===== src/rtl/tmr16_pkg.sv =====
package tmr16_pkg;
    localparam int DW = 16;
    localparam int AW = 3;

    typedef enum logic [1:0] {
        SRC_CASC = 2'b00,
        SRC_CLK  = 2'b01,
        SRC_SLOW = 2'b10,
        SRC_OFF  = 2'b11
    } clk_src_e;

    typedef enum logic [AW-1:0] {
        A_CTRL = 3'd0,
        A_MODE = 3'd1,
        A_REF  = 3'd2,
        A_CAP  = 3'd3,
        A_CNT  = 3'd4,
        A_EVT  = 3'd5,
        A_PSR  = 3'd6
    } reg_addr_e;

    localparam int CTL_EN     = 0;
    localparam int CTL_STOP   = 1;
    localparam int MD_SRC_LO  = 1;
    localparam int MD_RESTART = 3;
    localparam int MD_IRQEN   = 4;
    localparam int MD_SPS_LO  = 8;
    localparam int EV_CAP     = 0;
    localparam int EV_REF     = 1;
endpackage


===== src/rtl/tmr16_prescale.sv =====
module tmr16_prescale
    import tmr16_pkg::*;
#(
    parameter int PW       = 8,
    parameter int SLOW_DIV = 16
) (
    input  logic          clk,
    input  logic          rst_n,
    input  logic          run_i,
    input  clk_src_e      src_i,
    input  logic          casc_i,
    input  logic [PW-1:0] psr_i,
    input  logic [PW-1:0] sps_i,
    output logic          tick_o
);
    localparam int SW = $clog2(SLOW_DIV);

    typedef struct packed {
        logic [SW-1:0] slow;
        logic [PW-1:0] pri;
        logic [PW-1:0] sec;
    } pre_st_t;

    pre_st_t st_d, st_q;
    logic slow_tick, src_tick, pri_wrap, sec_wrap;

    always_comb begin
        st_d      = st_q;
        slow_tick = (st_q.slow == SW'(SLOW_DIV - 1));
        src_tick  = 1'b0;
        case (src_i)
            SRC_CASC: src_tick = casc_i;
            SRC_CLK:  src_tick = 1'b1;
            SRC_SLOW: src_tick = slow_tick;
            default:  src_tick = 1'b0;
        endcase
        pri_wrap = src_tick && (st_q.pri == psr_i);
        sec_wrap = pri_wrap && (st_q.sec == sps_i);
        if (!run_i) begin
            st_d = '0;
        end else begin
            st_d.slow = slow_tick ? '0 : st_q.slow + 1'b1;
            if (src_tick) st_d.pri = pri_wrap ? '0 : st_q.pri + 1'b1;
            if (pri_wrap) st_d.sec = sec_wrap ? '0 : st_q.sec + 1'b1;
        end
    end

    assign tick_o = run_i && sec_wrap;

    always_ff @(posedge clk or negedge rst_n) begin
        if (!rst_n) st_q <= '0;
        else        st_q <= st_d;
    end


    presc_clear_chk: assert property (@(posedge clk) disable iff (!rst_n)
        !run_i |=> (st_q == '0));
endmodule


===== src/rtl/tmr16_capsync.sv =====
module tmr16_capsync #(
    parameter int STAGES = 2
) (
    input  logic clk,
    input  logic rst_n,
    input  logic async_i,
    output logic rise_o
);
    typedef struct packed {
        logic [STAGES-1:0] sync;
        logic              prev;
    } cs_st_t;

    cs_st_t st_d, st_q;

    always_comb begin
        st_d      = st_q;
        st_d.sync = {st_q.sync[STAGES-2:0], async_i};
        st_d.prev = st_q.sync[STAGES-1];
    end

    assign rise_o = st_q.sync[STAGES-1] && !st_q.prev;

    always_ff @(posedge clk or negedge rst_n) begin
        if (!rst_n) st_q <= '0;
        else        st_q <= st_d;
    end
endmodule


===== src/rtl/tmr16_core.sv =====
module tmr16_core #(
    parameter int CW = 16
) (
    input  logic          clk,
    input  logic          rst_n,
    input  logic          active_i,
    input  logic          run_i,
    input  logic          tick_i,
    input  logic          restart_i,
    input  logic [CW-1:0] ref_i,
    input  logic          cnt_wr_i,
    input  logic [CW-1:0] cnt_wdata_i,
    input  logic [1:0]    evt_clr_i,
    input  logic          cap_rise_i,
    output logic [CW-1:0] cnt_o,
    output logic [CW-1:0] cap_o,
    output logic [1:0]    evt_o
);
    typedef struct packed {
        logic [CW-1:0] cnt;
        logic [CW-1:0] cap;
        logic [1:0]    evt;
    } core_st_t;

    core_st_t st_d, st_q;
    logic step, match;

    always_comb begin
        st_d  = st_q;
        step  = active_i && run_i && tick_i;
        match = (st_q.cnt == ref_i);
        st_d.evt = st_q.evt & ~evt_clr_i;
        if (!active_i) begin
            st_d.cnt = '0;
        end else if (cnt_wr_i) begin
            st_d.cnt = cnt_wdata_i;
        end else if (step) begin
            st_d.cnt = (match && restart_i) ? '0 : st_q.cnt + 1'b1;
        end
        if (step && match) st_d.evt[1] = 1'b1;
        if (active_i && cap_rise_i) begin
            st_d.cap    = st_q.cnt;
            st_d.evt[0] = 1'b1;
        end
    end

    assign cnt_o = st_q.cnt;
    assign cap_o = st_q.cap;
    assign evt_o = st_q.evt;

    always_ff @(posedge clk or negedge rst_n) begin
        if (!rst_n) st_q <= '0;
        else        st_q <= st_d;
    end


    ref_event_chk: assert property (@(posedge clk) disable iff (!rst_n)
        (active_i && tick_i && st_q.cnt == ref_i) |=> st_q.evt[1]);

    restart_zero_chk: assert property (@(posedge clk) disable iff (!rst_n)
        (active_i && tick_i && !cnt_wr_i && restart_i && st_q.cnt == ref_i) |=> (st_q.cnt == '0));

    evt_w1c_chk: assert property (@(posedge clk) disable iff (!rst_n)
        (evt_clr_i[1] && !(tick_i && st_q.cnt == ref_i)) |=> !st_q.evt[1]);

    stop_hold_chk: assert property (@(posedge clk) disable iff (!rst_n)
        (active_i && !run_i && !cnt_wr_i) |=> $stable(st_q.cnt));

    disabled_zero_chk: assert property (@(posedge clk) disable iff (!rst_n)
        !active_i |=> (st_q.cnt == '0));

    capture_load_chk: assert property (@(posedge clk) disable iff (!rst_n)
        (active_i && cap_rise_i) |=> (st_q.cap == $past(st_q.cnt) && st_q.evt[0]));
endmodule


===== src/rtl/tmr16_ref.sv =====
module tmr16_ref
    import tmr16_pkg::*;
#(
    parameter int CW       = 16,
    parameter int PW       = 8,
    parameter int SLOW_DIV = 16
) (
    input  logic          clk,
    input  logic          rst_n,
    input  logic          wr_en,
    input  logic [AW-1:0] addr,
    input  logic [DW-1:0] wdata,
    output logic [DW-1:0] rdata,
    input  logic          casc_tick,
    input  logic          cap_in,
    output logic          irq
);
    typedef struct packed {
        logic          en;
        logic          stop;
        clk_src_e      src;
        logic          restart;
        logic          irq_en;
        logic [PW-1:0] sps;
        logic [PW-1:0] psr;
        logic [CW-1:0] refv;
    } cfg_st_t;

    cfg_st_t cfg_d, cfg_q;
    logic          tick, cap_rise, cnt_wr;
    logic [1:0]    evt_clr, evt;
    logic [CW-1:0] cnt, cap;

    always_comb begin
        cfg_d   = cfg_q;
        cnt_wr  = 1'b0;
        evt_clr = '0;
        if (wr_en) begin
            case (addr)
                A_CTRL: begin
                    cfg_d.en   = wdata[CTL_EN];
                    cfg_d.stop = wdata[CTL_STOP];
                end
                A_MODE: begin
                    cfg_d.src     = clk_src_e'(wdata[MD_SRC_LO +: 2]);
                    cfg_d.restart = wdata[MD_RESTART];
                    cfg_d.irq_en  = wdata[MD_IRQEN];
                    cfg_d.sps     = wdata[MD_SPS_LO +: PW];
                end
                A_REF: cfg_d.refv = wdata[CW-1:0];
                A_CNT: cnt_wr = 1'b1;
                A_EVT: evt_clr = wdata[1:0];
                A_PSR: cfg_d.psr = wdata[PW-1:0];
                default: ;
            endcase
        end
    end

    always_comb begin
        rdata = '0;
        case (addr)
            A_CTRL: begin
                rdata[CTL_EN]   = cfg_q.en;
                rdata[CTL_STOP] = cfg_q.stop;
            end
            A_MODE: begin
                rdata[MD_SRC_LO +: 2]  = cfg_q.src;
                rdata[MD_RESTART]      = cfg_q.restart;
                rdata[MD_IRQEN]        = cfg_q.irq_en;
                rdata[MD_SPS_LO +: PW] = cfg_q.sps;
            end
            A_REF: rdata[CW-1:0] = cfg_q.refv;
            A_CAP: rdata[CW-1:0] = cap;
            A_CNT: rdata[CW-1:0] = cnt;
            A_EVT: rdata[1:0]    = evt;
            A_PSR: rdata[PW-1:0] = cfg_q.psr;
            default: rdata = '0;
        endcase
    end

    always_ff @(posedge clk or negedge rst_n) begin
        if (!rst_n) cfg_q <= '0;
        else        cfg_q <= cfg_d;
    end

    tmr16_prescale #(.PW(PW), .SLOW_DIV(SLOW_DIV)) u_presc (
        .clk    (clk),
        .rst_n  (rst_n),
        .run_i  (cfg_q.en && !cfg_q.stop),
        .src_i  (cfg_q.src),
        .casc_i (casc_tick),
        .psr_i  (cfg_q.psr),
        .sps_i  (cfg_q.sps),
        .tick_o (tick)
    );

    tmr16_capsync #(.STAGES(2)) u_capsync (
        .clk     (clk),
        .rst_n   (rst_n),
        .async_i (cap_in),
        .rise_o  (cap_rise)
    );

    tmr16_core #(.CW(CW)) u_core (
        .clk         (clk),
        .rst_n       (rst_n),
        .active_i    (cfg_q.en),
        .run_i       (!cfg_q.stop),
        .tick_i      (tick),
        .restart_i   (cfg_q.restart),
        .ref_i       (cfg_q.refv),
        .cnt_wr_i    (cnt_wr),
        .cnt_wdata_i (wdata[CW-1:0]),
        .evt_clr_i   (evt_clr),
        .cap_rise_i  (cap_rise),
        .cnt_o       (cnt),
        .cap_o       (cap),
        .evt_o       (evt)
    );

    assign irq = evt[EV_REF] && cfg_q.irq_en;


    irq_source_chk: assert property (@(posedge clk) disable iff (!rst_n)
        (wr_en && addr == A_EVT && wdata[EV_REF] && !tick) |=> !irq);
endmodule


===== config.mk =====
export PLATFORM = sky130hd
export DESIGN_NAME = tmr16_ref
export DESIGN_NICKNAME = d
export VERILOG_FILES = /design/src/rtl/tmr16_pkg.sv /design/src/rtl/tmr16_prescale.sv /design/src/rtl/tmr16_capsync.sv /design/src/rtl/tmr16_core.sv /design/src/rtl/tmr16_ref.sv
export SDC_FILE = /design/constraint.sdc
export NUM_CORES = 1
export LEC_CHECK = 0
export ABC_AREA = 1
export BUFFER_PORTS_ARGS = -buffer_cell sky130_fd_sc_hd__buf_2
export CAP_MARGIN = 20
export CORE_ASPECT_RATIO = 2
export CORE_MARGIN = 5
export CORE_UTILIZATION = 50
export CTS_BUF_LIST = sky130_fd_sc_hd__clkbuf_2
export DETAILED_ROUTE_END_ITERATION = 10
export PLACE_DENSITY_LB_ADDON = 0.08
export RECOVER_POWER = 50
export SYNTH_ARGS = -nofsm -noshare
export SYNTH_HDL_FRONTEND = slang
export SYNTH_HIERARCHICAL = 1
export SYNTH_SLANG_ARGS = --single-unit
export TNS_END_PERCENT = 30

===== constraint.sdc =====
create_clock -name clk -period 2.2 [get_ports clk]
set_input_delay 0.22 -clock clk [delete_from_list [all_inputs] [get_ports clk]]
set_output_delay 0.22 -clock clk [all_outputs]
set_load 0.01 [all_outputs]

==> results.md <==
- Largest net degree at the start of global routing: 44
- Ports: 41
- Critical Path RT: 2.72 ns
- Critical path endpoint category: register
- Via density: 5.30
- Gp weighted congestion: 0.898
- Avg Cell Area, Syn: 7.05 um2
- Max_slew headroom: 0.260
- Top-area cell type share of the netlist area: 0.396
- Worst Hold Class: primary input to register
- Total track usage: 0.251
- Area grow syn2layout: 12.0%
- Die W: slightly below 90 um
- 1st-iter DRT viols: 366
- Final period util: 0.908
- Count of final setup violators: 0
- Clock Skew: 0.0307 ns
- Slew at the pin closest to its max-slew limit: ~1.1 ns
- Syn nets: 880
- WL per Instance: 16.0 um
- Fraction of layout cells with a size suffix above 1: 0.156
- DR pass1 iterations: 7
- H-Tree Depth: 3
- Vias in the first global route: 5604
- # port buffers: 40
- P per Cell Area: between 600 and 700 nW/um2
- Final wirelength: 17000 um
- Cell total after placement: 1025
- Peak supply drop: 0.000359 V
- Die H: 165 um
- Startpoint types: register
- Outcome: completed
- Final Hold Vio Count: 0
- Core box area: about 12000 um2
- Slew Viols, Final: 0
- Die ar.: 14400 um2
- Hold Slack: 0.0643 ns
- CP Max Fanout: 9
- Synth Warn #: 6
- Pleak: 3.51 nW
- CTS Buf Count: 9
- CTS tree: built
- #FFs+latches synth: 95
- Initial antenna violation count: 1
- CTS max path bufs: 2
- Initial Util: 0.511
- CP Data Arrival Time: 2.52 ns
- Via Count: 5631
- DRC Markers: 0
- Max cap viols: 0
- Final Non-Filler Cells: around 1.1k
- Clk slew on worst S/H paths: 0.26 ns
- Setup TNS: 0 ns
- Cell Rows: 56
- Netlist cell types: 34
- Top cells by area, synth: dfrtp_1 (40%), nand2_1 (18%), inv_1 (5.7%), nand3_1 (5.3%), nor2_1 (4.9%)
- Post-synthesis sequential area ratio: 0.396
- Post-Synthesis Cell Area: around 6000 um2
- Worst skew pair latency: 0.58 ns
- GRT Residual Overflow: 0
- Synth Instances: 852
- Synth area leader: dfrtp_1
- NumNets Final: 939
- Post-DRT Antenna Nets: 0
- Period minus WS final: 2.00 ns
- Final HPWL DP: between 10000 and 15000 um
- Root Buffer Master: clkbuf_2
- Fmax: 501 MHz
- First-pass GRT wire length: 28100 um
- RSZ-0062 raised after global routing: no
- TritonCTS Sinks: 95
- WS Path Type: register to register
==> cell usage in the layout, fill, tap and decap left out, types with 3 or more instances in the layout <==
master / synthesis / layout
nand3_1: 64 / 64
ha_1: 4 / 3
nor3_2: 2 / 3
o21ai_1: 14 / 14
buf_2: 14 / 38
nand2_4: 5 / 5
o21ai_0: 36 / 36
inv_2: 17 / 17
dfrtp_1: 95 / 95
nand4_1: 34 / 34
nor3_1: 4 / 3
nor2_2: 9 / 9
nand2_2: 11 / 10
nor2_4: 7 / 7
o21ai_2: 9 / 9
clkbuf_1: 6 / 3
xor2_1: 13 / 13
bufinv_16: 0 / 3
clkbuf_2: 0 / 11
inv_1: 91 / 91
dlygate4sd3_1: 0 / 19
nand2_1: 295 / 296
xnor2_1: 14 / 14
nand3_4: 4 / 4
a21oi_1: 6 / 6
nor2_1: 78 / 78
buf_4: 5 / 16
==> per-stage QoR <==
| stage | util | setup WS, ns | total power, mW | instance area, um2 |
|---|---|---|---|---|
| CTS | 0.573 | 0.159 | 4.44 | 6740 |
| global route | 0.572 | 0.0196 | 4.68 | 6730 |
| global placement | 0.543 | 0.281 | 3.25 | 6390 |
| floorplan | - | 0.293 | 2.91 | 6010 |
| detailed placement | 0.543 | 0.228 | 3.28 | 6390 |
| finish | 0.572 | 0.203 | 4.39 | 6730 |
==> worst max-delay path, cell delays in order (launching register included) <==
cell and delay (ns):
dfrtp_1 0.43, ha_2 0.21, nand2_2 0.08, nor2_4 0.10
nand2_4 0.07, nand2_4 0.09, nand3_4 0.09, nor3_2 0.10
nand3_1 0.15, nand3_1 0.13, inv_2 0.05, nor2_2 0.11
inv_2 0.11, nor2_1 0.10, nand2_1 0.06, nand2_1 0.06
==> metal layers <==
| layer | wire (um) | up-vias | GRT usage |
|---|---|---|---|
| met5 | 0 | - | 0 |
| met3 | 665 | 53 | 0.0298 |
| li1 | - | 2781 | - |
| met1 | 6510 | 2626 | 0.298 |
| met4 | 694 | 0 | 0.116 |
| met2 | 9100 | 171 | 0.443 |
==> registers in the layout, summed over array words and instances (netlist names) <==
signal / cells
cfg_q: 38
u_presc/st_q: 20
u_core/cap_o: 16
u_core/cnt_o: 16
u_capsync/st_d: 2
u_core/evt_o: 2
u_capsync/st_q: 1
==> synth_stat cells (all sizes together) <==
library cell and number:
inv 110, o21bai 1, nor4 1, buf 26, clkbuf 6, nor3 7
a21oi 6, dfrtp 95, o22ai 1, xnor2 14, o21ai 59, and3 1
nand3 68, nand4 34, nand2 311, ha 4, nor2 95, xor2 13
==> logic make-up after synthesis <==
family | count (synthesis) | synth area share
AO/OA/AOI/OAI | 67 | 0.0620
XOR/XNOR | 27 | 0.0393
adder cells (fa/ha/maj) | 4 | 0.00833
buffers and inverters | 142 | 0.103
flip-flops | 95 | 0.396
AND/OR/NAND/NOR | 517 | 0.391
==> path summary, 6_finish.rpt <==
kind                              startpoint           endpoint  slack (ns)  depth (start not counted)
max in group asynchronous              rst_n    u_core/cnt_o[0]        0.38                          3
min in group asynchronous              rst_n   u_presc/st_q[15]        0.34                          2
setup reg to reg            u_presc/st_q[16]    u_core/cnt_o[3]        0.20                         15
setup / recovery            u_presc/st_q[16]    u_core/cnt_o[3]        0.20                         15
hold reg to reg            u_capsync/st_d[2]  u_capsync/st_d[0]        0.40                          0
hold / removal                     casc_tick    u_presc/st_q[8]        0.06                          4
==> power by group <==
part           internal [mW]  switching [mW]  total (mW)
Clock                  0.491           0.630        1.12
Sequential              1.95           0.231        2.18
Combinational          0.399           0.692        1.09
Total                   2.84            1.55        4.39
==> timing repair <==
| action | in CTS | in global routing |
|---|---|---|
| resized for setup | 0 | 2 |
| buffers inserted | 0 | 1 |
| hold buffers | 19 | 0 |
| endpoints found under the setup margin | 0 | 5 |
| endpoints found under the hold margin | 94 | 0 |
==> cell type report <==
| type | instances | area, um2 |
|---|---|---|
| Antenna cell | 1 | 2.50 |
| Fill cell | 1152 | 5040 |
| Tap cell | 145 | 181 |
| Clock inverter | 7 | 119 |
| Timing Repair Buffer | 80 | 562 |
| Inverter | 110 | 420 |
| Clock buffer | 9 | 45.0 |
| Sequential cell | 95 | 2380 |
| Multi-Input combinational cell | 615 | 3020 |
No activity file was read; power rests on OpenSTA's default activity.
